File: src/rtl/ptp_tod_pkg.sv
package ptp_tod_pkg;
  localparam int AW = 3;

  typedef enum logic [AW-1:0] {
    A_CTRL   = 3'd0,
    A_STEP   = 3'd1,
    A_SECSTG = 3'd2,
    A_SUBSTG = 3'd3,
    A_ADDSTG = 3'd4,
    A_TSEC   = 3'd5,
    A_TSUB   = 3'd6
  } reg_addr_e;

  localparam int CB_FINE = 0;
  localparam int CB_DEC  = 1;
  localparam int CB_LOAD = 2;
  localparam int CB_OFFS = 3;
  localparam int CB_ADDL = 4;

  typedef enum logic [1:0] {
    CMD_NONE = 2'd0,
    CMD_LOAD = 2'd1,
    CMD_OFFS = 2'd2,
    CMD_ADDL = 2'd3
  } cmd_e;
endpackage

File: src/rtl/ptp_tod_wrapadd.sv
module ptp_tod_wrapadd #(
  parameter int SUB_W = 31,
  parameter longint unsigned DEC_ROLL = 64'd1_000_000_000
) (
  input  logic             dec_mode,
  input  logic [SUB_W-1:0] a,
  input  logic [SUB_W-1:0] b,
  output logic [SUB_W-1:0] sum,
  output logic             wrap
);
  localparam logic [SUB_W:0] ROLL_V = (SUB_W+1)'(DEC_ROLL);

  logic [SUB_W:0] raw;
  logic [SUB_W:0] red;

  assign raw = {1'b0, a} + {1'b0, b};
  assign red = raw - ROLL_V;

  always_comb begin
    if (dec_mode) begin
      wrap = (raw >= ROLL_V);
      sum  = wrap ? red[SUB_W-1:0] : raw[SUB_W-1:0];
    end else begin
      wrap = raw[SUB_W];
      sum  = raw[SUB_W-1:0];
    end
  end
endmodule

File: src/rtl/ptp_tod_accum.sv
module ptp_tod_accum #(
  parameter int ADD_W = 32
) (
  input  logic             clk,
  input  logic             rst_n,
  input  logic             fine_mode,
  input  logic             load,
  input  logic [ADD_W-1:0] load_val,
  output logic             tick
);
  logic [ADD_W-1:0] acc_q;
  logic [ADD_W-1:0] act_q;
  logic [ADD_W:0]   nxt;

  assign nxt  = {1'b0, acc_q} + {1'b0, act_q};
  assign tick = fine_mode ? nxt[ADD_W] : 1'b1;

  always_ff @(posedge clk) begin
    if (!rst_n) begin
      acc_q <= '0;
      act_q <= '0;
    end else begin
      if (fine_mode) acc_q <= nxt[ADD_W-1:0];
      if (load)      act_q <= load_val;
    end
  end
endmodule

File: src/rtl/ptp_tod_regs.sv
module ptp_tod_regs
  import ptp_tod_pkg::*;
#(
  parameter int SEC_W = 32,
  parameter int SUB_W = 31,
  parameter int INC_W = 8,
  parameter int ADD_W = 32,
  parameter int DW    = 32
) (
  input  logic             clk,
  input  logic             rst_n,
  input  logic             wr_en,
  input  logic [AW-1:0]    wr_addr,
  input  logic [DW-1:0]    wr_data,
  input  logic [AW-1:0]    rd_addr,
  output logic [DW-1:0]    rd_data,
  input  logic [SEC_W-1:0] tod_sec,
  input  logic [SUB_W-1:0] tod_sub,
  output logic             fine_mode,
  output logic             dec_mode,
  output logic [INC_W-1:0] step,
  output logic [SEC_W-1:0] sec_stg,
  output logic [SUB_W-1:0] sub_stg,
  output logic             neg_stg,
  output logic [ADD_W-1:0] add_stg,
  output cmd_e             cmd
);
  logic pend_load, pend_offs, pend_addl;

  always_comb begin
    if (pend_load)      cmd = CMD_LOAD;
    else if (pend_offs) cmd = CMD_OFFS;
    else if (pend_addl) cmd = CMD_ADDL;
    else                cmd = CMD_NONE;
  end

  always_ff @(posedge clk) begin
    if (!rst_n) begin
      fine_mode <= 1'b0;
      dec_mode  <= 1'b0;
      pend_load <= 1'b0;
      pend_offs <= 1'b0;
      pend_addl <= 1'b0;
      step      <= '0;
      sec_stg   <= '0;
      sub_stg   <= '0;
      neg_stg   <= 1'b0;
      add_stg   <= '0;
    end else begin
      case (cmd)
        CMD_LOAD: pend_load <= 1'b0;
        CMD_OFFS: pend_offs <= 1'b0;
        CMD_ADDL: pend_addl <= 1'b0;
        default:  ;
      endcase
      if (wr_en) begin
        case (wr_addr)
          A_CTRL: begin
            fine_mode <= wr_data[CB_FINE];
            dec_mode  <= wr_data[CB_DEC];
            if (wr_data[CB_LOAD]) pend_load <= 1'b1;
            if (wr_data[CB_OFFS]) pend_offs <= 1'b1;
            if (wr_data[CB_ADDL]) pend_addl <= 1'b1;
          end
          A_STEP:   step    <= wr_data[INC_W-1:0];
          A_SECSTG: sec_stg <= wr_data[SEC_W-1:0];
          A_SUBSTG: begin
            sub_stg <= wr_data[SUB_W-1:0];
            neg_stg <= wr_data[DW-1];
          end
          A_ADDSTG: add_stg <= wr_data[ADD_W-1:0];
          default:  ;
        endcase
      end
    end
  end

  always_comb begin
    case (rd_addr)
      A_CTRL:   rd_data = DW'({pend_addl, pend_offs, pend_load, dec_mode, fine_mode});
      A_STEP:   rd_data = DW'(step);
      A_SECSTG: rd_data = DW'(sec_stg);
      A_SUBSTG: rd_data = {neg_stg, (DW-1)'(sub_stg)};
      A_ADDSTG: rd_data = DW'(add_stg);
      A_TSEC:   rd_data = DW'(tod_sec);
      A_TSUB:   rd_data = DW'(tod_sub);
      default:  rd_data = '0;
    endcase
  end
endmodule

File: src/rtl/ptp_tod_top.sv
module ptp_tod_top
  import ptp_tod_pkg::*;
#(
  parameter int SEC_W = 32,
  parameter int SUB_W = 31,
  parameter int INC_W = 8,
  parameter int ADD_W = 32,
  parameter int DW    = 32,
  parameter longint unsigned DEC_ROLL = 64'd1_000_000_000
) (
  input  logic             clk,
  input  logic             rst_n,
  input  logic             wr_en,
  input  logic [2:0]       wr_addr,
  input  logic [31:0]      wr_data,
  input  logic [2:0]       rd_addr,
  output logic [31:0]      rd_data,
  output logic [31:0]      tod_sec,
  output logic [30:0]      tod_subsec
);
  localparam int PAD_W = SUB_W - INC_W;

  logic             fine_mode, dec_mode, neg_stg, tick;
  logic [INC_W-1:0] step;
  logic [SEC_W-1:0] sec_stg;
  logic [SUB_W-1:0] sub_stg;
  logic [ADD_W-1:0] add_stg;
  cmd_e             cmd;
  logic             exec_load, exec_offs;
  logic [SUB_W-1:0] step_sum, offs_sum;
  logic             step_wrap, offs_wrap;
  logic [SEC_W-1:0] sec_q;
  logic [SUB_W-1:0] sub_q;

  assign exec_load  = (cmd == CMD_LOAD);
  assign exec_offs  = (cmd == CMD_OFFS);
  assign tod_sec    = sec_q;
  assign tod_subsec = sub_q;

  ptp_tod_regs #(
    .SEC_W(SEC_W), .SUB_W(SUB_W), .INC_W(INC_W), .ADD_W(ADD_W), .DW(DW)
  ) regs_i (
    .clk(clk), .rst_n(rst_n),
    .wr_en(wr_en), .wr_addr(wr_addr), .wr_data(wr_data),
    .rd_addr(rd_addr), .rd_data(rd_data),
    .tod_sec(sec_q), .tod_sub(sub_q),
    .fine_mode(fine_mode), .dec_mode(dec_mode), .step(step),
    .sec_stg(sec_stg), .sub_stg(sub_stg), .neg_stg(neg_stg),
    .add_stg(add_stg), .cmd(cmd)
  );

  ptp_tod_accum #(.ADD_W(ADD_W)) accum_i (
    .clk(clk), .rst_n(rst_n), .fine_mode(fine_mode),
    .load(cmd == CMD_ADDL), .load_val(add_stg), .tick(tick)
  );

  ptp_tod_wrapadd #(.SUB_W(SUB_W), .DEC_ROLL(DEC_ROLL)) step_add_i (
    .dec_mode(dec_mode), .a(sub_q), .b({{PAD_W{1'b0}}, step}),
    .sum(step_sum), .wrap(step_wrap)
  );

  ptp_tod_wrapadd #(.SUB_W(SUB_W), .DEC_ROLL(DEC_ROLL)) offs_add_i (
    .dec_mode(dec_mode), .a(sub_q), .b(sub_stg),
    .sum(offs_sum), .wrap(offs_wrap)
  );

  always_ff @(posedge clk) begin
    if (!rst_n) begin
      sec_q <= '0;
      sub_q <= '0;
    end else if (exec_load) begin
      sec_q <= sec_stg;
      sub_q <= sub_stg;
    end else if (exec_offs) begin
      sec_q <= sec_q + sec_stg + SEC_W'(offs_wrap) - SEC_W'(neg_stg);
      sub_q <= offs_sum;
    end else if (tick) begin
      sec_q <= sec_q + SEC_W'(step_wrap);
      sub_q <= step_sum;
    end
  end
endmodule

File: config.mk
export PLATFORM = sky130hd
export DESIGN_NAME = ptp_tod_top
export DESIGN_NICKNAME = d
export VERILOG_FILES = /design/src/rtl/ptp_tod_pkg.sv /design/src/rtl/ptp_tod_wrapadd.sv /design/src/rtl/ptp_tod_accum.sv /design/src/rtl/ptp_tod_regs.sv /design/src/rtl/ptp_tod_top.sv
export SDC_FILE = /design/constraint.sdc
export NUM_CORES = 1
export LEC_CHECK = 0
export BUFFER_PORTS_ARGS = -buffer_cell sky130_fd_sc_hd__buf_4
export CORE_MARGIN = 2
export CORE_UTILIZATION = 40
export CTS_CLUSTER_DIAMETER = 50
export CTS_CLUSTER_SIZE = 40
export DETAILED_ROUTE_END_ITERATION = 6
export SYNTH_ARGS = -nofsm -noshare
export SYNTH_HDL_FRONTEND = slang
export SYNTH_SLANG_ARGS = --single-unit
File: constraint.sdc
create_clock -name clk -period 10.85 [get_ports clk]
set_input_delay 2.17 -clock clk [delete_from_list [all_inputs] [get_ports clk]]
set_output_delay 2.17 -clock clk [all_outputs]
set_load 0.01 [all_outputs]
* Word-level counts from Yosys, hierarchy flattened
Index checks and enable logic that the tools add are counted.
** Word-level totals
- Register bits after elaboration :: 236
- Latch bits :: 0
- RAM bits :: 0
- Bits in read-only memories :: 0
- Input bits :: 41
- Logic and storage cells :: 75
- Memories kept :: 0
** Operators by class
- Add/sub/neg operators :: 9
- Multiply operators :: 0
- Div/mod/pow operators :: 0
- $lt $le $gt $ge :: 2
- Equality and inequality tests :: 13
- Shifts and indexed selects :: 0
- Mux-type cells :: 29
- Bitwise gates (word level) :: 0
- Reduce and logical (&&, ||, !) cells :: 8
** Operator list (count)
- $pmux 32 s7 :: 1
- $mux 31 :: 7
- $mux 32 :: 3
- $add 32x1->32 :: 2
- $ge 32x30->1 const B :: 2
- $sub 31x30->31 const B :: 2
- $add 32x32->33 :: 1
- $add 31x31->32 :: 1
- $add 31x8->32 :: 1
- $add 32x32->32 :: 1
- $sub 32x1->32 :: 1
- $mux 1 :: 15
- $eq 3x2->1 const B :: 4
- $eq 3x3->1 const B :: 4
- $reduce_and 2->1 :: 5
- $eq 3x1->1 const B :: 2
- $logic_not 3->1 :: 2
- $mux 2 :: 3
- $eq 2x2->1 const B :: 2
- $reduce_bool 3->1 :: 1
- $eq 2x1->1 const B :: 1

* Logic depth before layout (Yosys ltp)
Gate-level depths: netlist of run 1.
- Depth after elaboration :: 8
- Depth in mapped cells :: 28
- Depth with buffers taken out :: 28

* Cells and area by module
A second synthesis of run 1 with hierarchy kept.
** Unflattened totals
- Cell total of the unflattened synthesis :: 2786
- Area, all modules :: 21763.4 µm²
** Modules (own cells, without submodules)
- ptp_tod_top :: times used 1, cells each 943, area each 6767.7 µm², sequential area each 1261.2 µm²
- ptp_tod_regs :: times used 1, cells each 647, area each 5670.4 µm², sequential area each 2182.1 µm²
- ptp_tod_accum :: times used 1, cells each 471, area each 3947.5 µm², sequential area each 1281.2 µm²
- ptp_tod_wrapadd at offs_add_i :: times used 1, cells each 384, area each 2930.3 µm², sequential area each 0.0 µm²
- ptp_tod_wrapadd at step_add_i :: times used 1, cells each 341, area each 2447.3 µm², sequential area each 0.0 µm²

* Worst setup path after synthesis of run 1
OpenSTA, ideal clock, no wires.
- Kind :: register to register
- Start :: register sub_q[0], in the netlist tod_subsec[0]
- End :: register sec_q[30], in the netlist tod_sec[30]
- Library setup time :: 0.092 ns
- Arrival time :: 6.097 ns
- Slack :: 4.660 ns
- Stages on the path, launching flop included :: 29
- Buffers on the path :: 0
- Cell sequence :: dfxtp_1 > ha_1 > fa_1 > a21o_1 > a221o_2 > a21oi_4 > o21ai_1 > a31oi_4 > o211ai_2 > o311a_1 > nor2_1 > a221oi_4 > nor3_4 > nor2_1 > fa_1 > fa_1 > nor2b_1 > o21ai_0 > a21boi_0 > o21ai_0 > a21o_1 > a311oi_1 > o21ai_0 > o22ai_1 > o41ai_1 > o21ai_0 > nor4_1 > a31o_2 > o32ai_1
** Between the ends
- Word-level cells in the longest chain between the ends :: 7
** RTL lines
- from (decl) :: line ptp_tod_top.sv:33 : logic [SUB_W-1:0] sub_q;
- from (signal assigned) :: line ptp_tod_top.sv:73 : sub_q <= sub_stg;
- from (signal assigned) :: line ptp_tod_top.sv:76 : sub_q <= offs_sum;
- from (signal assigned) :: line ptp_tod_top.sv:79 : sub_q <= step_sum;
- $add 31x31->32 / $add 31x8->32 (equally long branches) :: line ptp_tod_wrapadd.sv:16 : assign raw = {1'b0, a} + {1'b0, b};
- $ge 32x30->1 :: line ptp_tod_wrapadd.sv:21 : wrap = (raw >= ROLL_V);
- $mux 1 :: line ptp_tod_wrapadd.sv:20 : if (dec_mode) begin
- $add 32x1->32 (on tied branches) :: line ptp_tod_top.sv:75, ptp_tod_top.sv:78
- $sub 32x1->32 / $mux 32 (equally long branches) :: line ptp_tod_top.sv:75, ptp_tod_top.sv:77
- $mux 32 * :: line ptp_tod_top.sv:74 : end else if (exec_offs) begin
- $mux 32 * :: line ptp_tod_top.sv:71 : end else if (exec_load) begin
- to (signal assigned) :: line ptp_tod_top.sv:72 : sec_q <= sec_stg;
- to (signal assigned) :: line ptp_tod_top.sv:75 : sec_q <= sec_q + sec_stg + SEC_W'(offs_wrap) - SEC_W'(neg_stg);
- to (signal assigned) :: line ptp_tod_top.sv:78 : sec_q <= sec_q + SEC_W'(step_wrap);
- to (decl) :: line ptp_tod_top.sv:32 : logic [SEC_W-1:0] sec_q;
Every way passes the cells marked *; elsewhere a longest branch is shown, timed or not. The select of a mux whose other input is x is not followed.
A chain may end at the register's enable or synchronous reset.

* Final worst setup path of run 1
Same ends and word-level chain as after synthesis.

==> impl_metrics.yaml, run 1 <==
pwr:
  power.total_mw: 2.85
  leakage_nw: 8.80
  worst_ir_drop_vdd_mv: 0.0957
  pwr_density_cell_nw_per_um2: 129
timing:
  skew_ns: 0.0211
  min_period_ns: 7.34
  drv_slew: 0
  timing.final.ws_setup_ns: 3.51
  worstMarginPinSlew_ns: 0.999
  setup_tns_ns: 0
  setup_violations: 0
  rsz0062_at_grt: "no"
  fin_crit_sh: 0.677
  fmax_mhz: 136
  timing.slew.headroom: 0.329
  hold_viol_final: 0
critical_path:
  r2r_end: "tod_sec[30]$_SDFFE_PN0P_"
  cp.arrival_ns: 7.80
  path_class: "flop to flop"
  cp_max_fo: 14
  rr_startpoint: "tod_subsec[0]$_SDFFE_PN0P_"
  r2r_slack_ns: 3.51
  required_ns: 11.31
  r2r.worst_path.cells: 27
  endpoint_kind: "flop"
  startpoint_type: "flop"
clocking:
  worstSkewPairLatency_ns: 0.57
  cts_tree: "built"
  ctsResizeCount: 0
  h-tree-depth: 2
  clk_pin_slew_ns: 0.08
  cts_root_buf: "clkbuf_16"
  numClockSinks: 236
  cts_setup_buffers: 0
  numCtsBuffers: 37
  cts_buffer_depth: 3
  hold_buffers: 0
hold_path:
  hold-path-cell-count: 2
  min-delay-start: "regs_i.sec_stg[6]$_SDFFE_PN0P_"
  holdPathEnd: "regs_i.sec_stg[6]$_SDFFE_PN0P_"
  hold_class: "flop to flop"
final_layout:
  finalNetCount: 2763
  fill_cells: 4788
  diodes: 0
  drive_gt1_frac: 0.108
  area_growth_pct: 13.7
global_route:
  antenna_found_initial: 2
  grt_max_degree: 122
  grt_pass1_wl_um: 105000
  grt_pass1_vias: 17663
  grt_use_total: 0.266
  overflow: 0
synthesis:
  yosysSeqAreaShare: 0.243
  synthArstFlopShare: 0
  syn-num-nets: 2721
  synth_edf_count: 0
  ys.flop_type: "dfxtp_1"
  yosysWarnings: 0
  ys_types: 105
  avgSynthCellArea_um2: 7.67
  synth_cells: 2536
  ys_ff_latch: 236
  netlist_area_um2: 19500
placement:
  dp_hpwl_um: 50300
  place_worst_setup_slack_ns: 3.57
  port_buffers: 135
  gp_congestion: 0.918
outcome:
  outcome: "completed"
floorplan:
  fp-row-count: 80
  die_h_um: 225
  die_w_um: 225
  core_region_area_um2: 47800
  initial_core_util: 0.407
  dieArea_um2: 50400
  ios: 136
route:
  detail_route.vias_per_cell: 5.80
  wl_per_cell_um: 21.1
  vias: 18677
  drt_first_iter_violations: 1375
  drc: 0
  ant_nets: 0
  dr.pass1.iters: 5
  wirelength_um: 68000
job:
  maxCapViolations: 0
## synthesized netlist by cell type, drive strengths merged (54+ instances only)
master | n | area [µm²]
xnor2 | 128 | 1130
ha | 139 | 1740
a21oi | 164 | 858
inv | 156 | 586
clkbuf | 119 | 449
dfxtp | 236 | 4720
nand3 | 54 | 275
mux2i | 107 | 1070
nor2 | 156 | 586
a21boi | 111 | 837
o21ai | 125 | 626
nor2b | 104 | 651
nand2 | 354 | 1330
## per-stage QoR
| step | cell area (µm²) | instances | hold WS, ns | util |
|---|---|---|---|---|
| 2_1_floorplan | 19500 | 2536 | 0.443 | - |
| 3_3_place_gp | 20800 | 3154 | 0.457 | 0.435 |
| 3_5_place_dp | 20800 | 3154 | 0.463 | 0.435 |
| 4_1_cts | 22100 | 3221 | 0.473 | 0.463 |
| 5_1_grt | 22100 | 3221 | 0.491 | 0.463 |
| 6_report | 22100 | 3221 | 0.472 | 0.463 |
## final cells by class
| type | count | area (µm²) | area share |
|---|---|---|---|
| Clock buffer | 40 | 980 | 0.0443 |
| Sequential cell | 236 | 4730 | 0.213 |
| Clock inverter | 27 | 340 | 0.0154 |
| Multi-Input combinational cell | 1993 | 13600 | 0.614 |
| Timing Repair Buffer | 152 | 1140 | 0.0517 |
| Tap cell | 615 | 769 | 0.0348 |
| Inverter | 158 | 593 | 0.0268 |
## worst max path at each step
stage | from | end | slack [ns] | cells past startpoint
floorplan | tod_subsec[0]$_SDFFE_PN0P_ | tod_sec[30]$_SDFFE_PN0P_ | 4.66 | 28
global placement | tod_subsec[0]$_SDFFE_PN0P_ | tod_sec[30]$_SDFFE_PN0P_ | 3.72 | 27
detailed placement | tod_subsec[0]$_SDFFE_PN0P_ | tod_sec[30]$_SDFFE_PN0P_ | 3.57 | 27
CTS | tod_subsec[0]$_SDFFE_PN0P_ | tod_sec[30]$_SDFFE_PN0P_ | 3.54 | 27
global route | tod_subsec[0]$_SDFFE_PN0P_ | tod_sec[30]$_SDFFE_PN0P_ | 2.86 | 27
finish | tod_subsec[0]$_SDFFE_PN0P_ | tod_sec[30]$_SDFFE_PN0P_ | 3.51 | 27
## sequential cells by signal, indices dropped and copies added, names as in the netlist, 8 cells and up
register        flops
regs_i.step         8
tod_sec            32
accum_i.acc_q      32
regs_i.add_stg     32
tod_subsec         31
regs_i.sec_stg     32
regs_i.sub_stg     31
accum_i.act_q      32
## critical path, stage by stage, from the launching register on
cell	delay (ns)
dfxtp_1	0.35
ha_1	0.26
fa_1	0.41
a21o_1	0.20
a221o_2	0.42
a21oi_4	0.26
a21oi_1	0.18
xnor2_2	0.28
o211ai_1	0.23
a311oi_2	0.34
nor2_1	0.15
a221oi_4	0.73
nor3_4	0.16
nor2_1	0.22
fa_1	0.25
fa_1	0.22
nor2b_1	0.06
o21ai_0	0.19
a21boi_0	0.11
o21ai_0	0.28
a21o_1	0.20
a311oi_1	0.13
o21ai_0	0.27
o22ai_1	0.14
o41ai_1	0.47
o21ai_0	0.21
a31o_2	0.28
o32ai_1	0.24
## cell families after synthesis
family                   count (synthesis)  synth area share
AO/OA/AOI/OAI                          707             0.252
AND/OR/NAND/NOR                        855             0.211
flip-flops                             236             0.243
multiplexers                           114            0.0597
buffers and inverters                  307            0.0616
adder cells (fa/ha/maj)                144            0.0945
XOR/XNOR                               173            0.0782
## report_power, final
part / switching (mW) / internal [mW] / total [mW]
registers: 0.0483 / 0.891 / 0.940
logic: 0.368 / 0.269 / 0.638
clock network: 0.520 / 0.756 / 1.28
## layout by cell type (no fill, tap or decap), types with 11 or more instances in the layout
cell type / synthesis / final
a211oi_1: 32 / 32
a21boi_0: 109 / 109
a21o_1: 44 / 44
a21oi_1: 160 / 160
a221o_1: 24 / 24
a221oi_1: 14 / 14
a22o_1: 23 / 23
a31oi_1: 14 / 13
and2_1: 16 / 16
and3_1: 38 / 37
buf_4: 1 / 151
clkbuf_16: 0 / 39
dfxtp_1: 236 / 235
ha_1: 139 / 136
inv_1: 156 / 156
mux2i_1: 107 / 107
nand2_1: 354 / 354
nand2b_1: 24 / 24
nand3_1: 53 / 52
nand4_1: 14 / 14
nor2_1: 156 / 154
nor2b_1: 104 / 101
nor3_1: 28 / 28
nor4_1: 12 / 12
o211ai_1: 22 / 22
o21a_1: 20 / 20
o21ai_0: 116 / 116
o22ai_1: 11 / 11
xnor2_1: 127 / 127
xor2_1: 45 / 45
## per-layer routing
metal | part of all wire | routed length (µm) | vias up | GRT usage
li1 | - | - | 9024 | -
met1 | 0.46 | 31100 | 8957 | 0.363
met2 | 0.46 | 31100 | 588 | 0.435
met3 | 0.057 | 3890 | 104 | 0.0334
met4 | 0.027 | 1850 | 4 | 0.0855
met5 | 0.00034 | 23 | - | 0
Power figures use the tool's default switching activity.
==> run 2, diff against run 1 <==
==> constraint.sdc (replaced) <==
create_clock -name clk -period 6.6 [get_ports clk]
set_input_delay 1.32 -clock clk [delete_from_list [all_inputs] [get_ports clk]]
set_output_delay 1.32 -clock clk [all_outputs]
set_load 0.01 [all_outputs]
==> run 2 against run 1 <==
Net effect:
- worst setup slack worse by 3.1 ns
- worst hold slack better by 0.011 ns
- first-iteration DRC count increased by 6.5%
- routed wire length increased by 1.5%
- combinational power is 83% higher
- critical endpoint unchanged
- sequential power increased by 62%
- register-to-register slack worse by 3.1 ns
- critical path type unchanged
- non-clock buffer count up 84
- cell area is 2.8% higher
==> impl_metrics.yaml, run 2 (same netlist as run 1, synthesis figures left out) <==
outcome:
  outcome: "completed"
clocking:
  numClockSinks: 236
  cts_tree: "built"
  cts_buffer_depth: 3
  numCtsBuffers: 36
  clk_pin_slew_ns: 0.07
  worstSkewPairLatency_ns: 0.55
  cts_root_buf: "clkbuf_16"
  h-tree-depth: 2
critical_path:
  endpoint_kind: "flop"
  cp_max_fo: 3
  required_ns: 7.05
  critPathSlowestCell: "fa_1"
  path_class: "flop to flop"
  crit_buf_inv: 0
  cp.arrival_ns: 6.66
  cpMostUsedCell: "o21ai_1"
  startpoint_type: "flop"
  critPathTopFamily: "compound AO/OA/AOI/OAI gates"
  critical-path-max-stage-delay_ns: 0.42
timing:
  setup_tns_ns: 0
  timing.slew.headroom: 0.285
  worstMarginPinSlew_ns: 1.07
  rsz0062_at_grt: "no"
  min_period_ns: 6.22
  hold_viol_final: 0
  drv_slew: 0
  setup_violations: 0
  fmax_mhz: 161
  fin_crit_sh: 0.942
  skew_ns: 0.0274
placement:
  dp_cells: 3234
  port_buffers: 135
  dp_hpwl_um: 50800
  gp_congestion: 0.923
  placed_cell_area_um2: 21400
final_layout:
  fill_cells: 4738
  final_common_cell: "nand2_1"
  final_util: 0.476
  final_cell_mix: "354 x nand2_1, 235 x dfxtp_1, 235 x buf_4"
  final_area_um2: 22800
  area_growth_pct: 16.9
  stdcell_count: 3301
  drive_gt1_frac: 0.141
  finalNetCount: 2846
route:
  dr.pass1.iters: 5
  detail_route.vias_per_cell: 5.83
  vias: 19251
  drc: 0
  drt_first_iter_violations: 1464
  wl_per_cell_um: 20.9
  ant_nets: 0
  wirelength_um: 69000
floorplan:
  initial_core_util: 0.407
  fp-row-count: 80
  die_h_um: 225
  dieArea_um2: 50400
  die_w_um: 225
  core_region_area_um2: 47800
  ios: 136
global_route:
  antenna_found_initial: 0
  grt_max_degree: 128
  overflow: 0
  grt_use_total: 0.270
  grt_pass1_wl_um: 107000
  grt_pass1_vias: 18498
pwr:
  pwr_density_cell_nw_per_um2: 203
  power.total_mw: 4.62
  leakage_nw: 9.21
  worst_ir_drop_vdd_mv: 0.163
hold_path:
  hold_class: "flop to flop"
job:
  maxCapViolations: 0
[run 2: cell types whose count changed in the layout (fill, tap and decap cells not counted), moves of 4 or more]
cell,previous run,this run
buf_4,151,235
clkinv_4,6,2
nor2_1,154,149
nor2_2,2,6
o21ai_0,116,108
o21ai_1,9,14
[run 2: layout make-up]
cell class / instances / area, µm² / share of cell area
Antenna cell: 1 / 2.50 / 0.000110
Clock buffer: 39 / 933 / 0.0410
Clock inverter: 23 / 256 / 0.0113
Inverter: 158 / 593 / 0.0261
Multi-Input combinational cell: 1993 / 13700 / 0.602
Sequential cell: 236 / 4730 / 0.208
Tap cell: 615 / 769 / 0.0338
Timing Repair Buffer: 236 / 1780 / 0.0780
[run 2: power breakdown]
| group | internal (mW) | switching, mW |
|---|---|---|
| logic | 0.510 | 0.662 |
| registers | 1.47 | 0.0560 |
| clock network | 1.10 | 0.820 |
| total | 3.08 | 1.54 |
[run 2: worst min-delay path, cell delays in order (launching register included)]
cell	delay, ns
dfxtp_1	0.31
nand2b_1	0.06
a21boi_0	0.07
[run 2: worst paths after layout]
path                                                      from                             end  slack (ns)  cells after the start
worst min register to register  accum_i.acc_q[22]$_SDFFE_PN0P_  accum_i.acc_q[22]$_SDFFE_PN0P_        0.48                      2
worst max-delay path                tod_subsec[0]$_SDFFE_PN0P_        tod_sec[30]$_SDFFE_PN0P_        0.38                     28
worst max register to register      tod_subsec[0]$_SDFFE_PN0P_        tod_sec[30]$_SDFFE_PN0P_        0.38                     28
worst min-delay path            accum_i.acc_q[22]$_SDFFE_PN0P_  accum_i.acc_q[22]$_SDFFE_PN0P_        0.48                      2
[run 2: timing repair]
item | 4_1_cts | 5_1_grt
hold endpoints to repair | 0 | 0
buffers inserted | 0 | 4
setup endpoints to repair | 3 | 15
pin swaps | 0 | 14
hold buffers | 0 | 0
gates resized for setup | 4 | 27
[run 2: through the flow]
step,hold WS (ns),setup slack [ns]
global placement,0.457,0.103
finish,0.483,0.382
CTS,0.481,0.0165
detailed placement,0.472,-0.0867
floorplan,0.443,0.410
global route,0.507,0.00688
[run 2: metal layers]
metal  GRT usage  vias up  share of wire
li1            -     9188              -
met1       0.362     9291           0.45
met2       0.445      656           0.46
met3      0.0389      116          0.064
met4      0.0904        0          0.029
met5           0        -              0
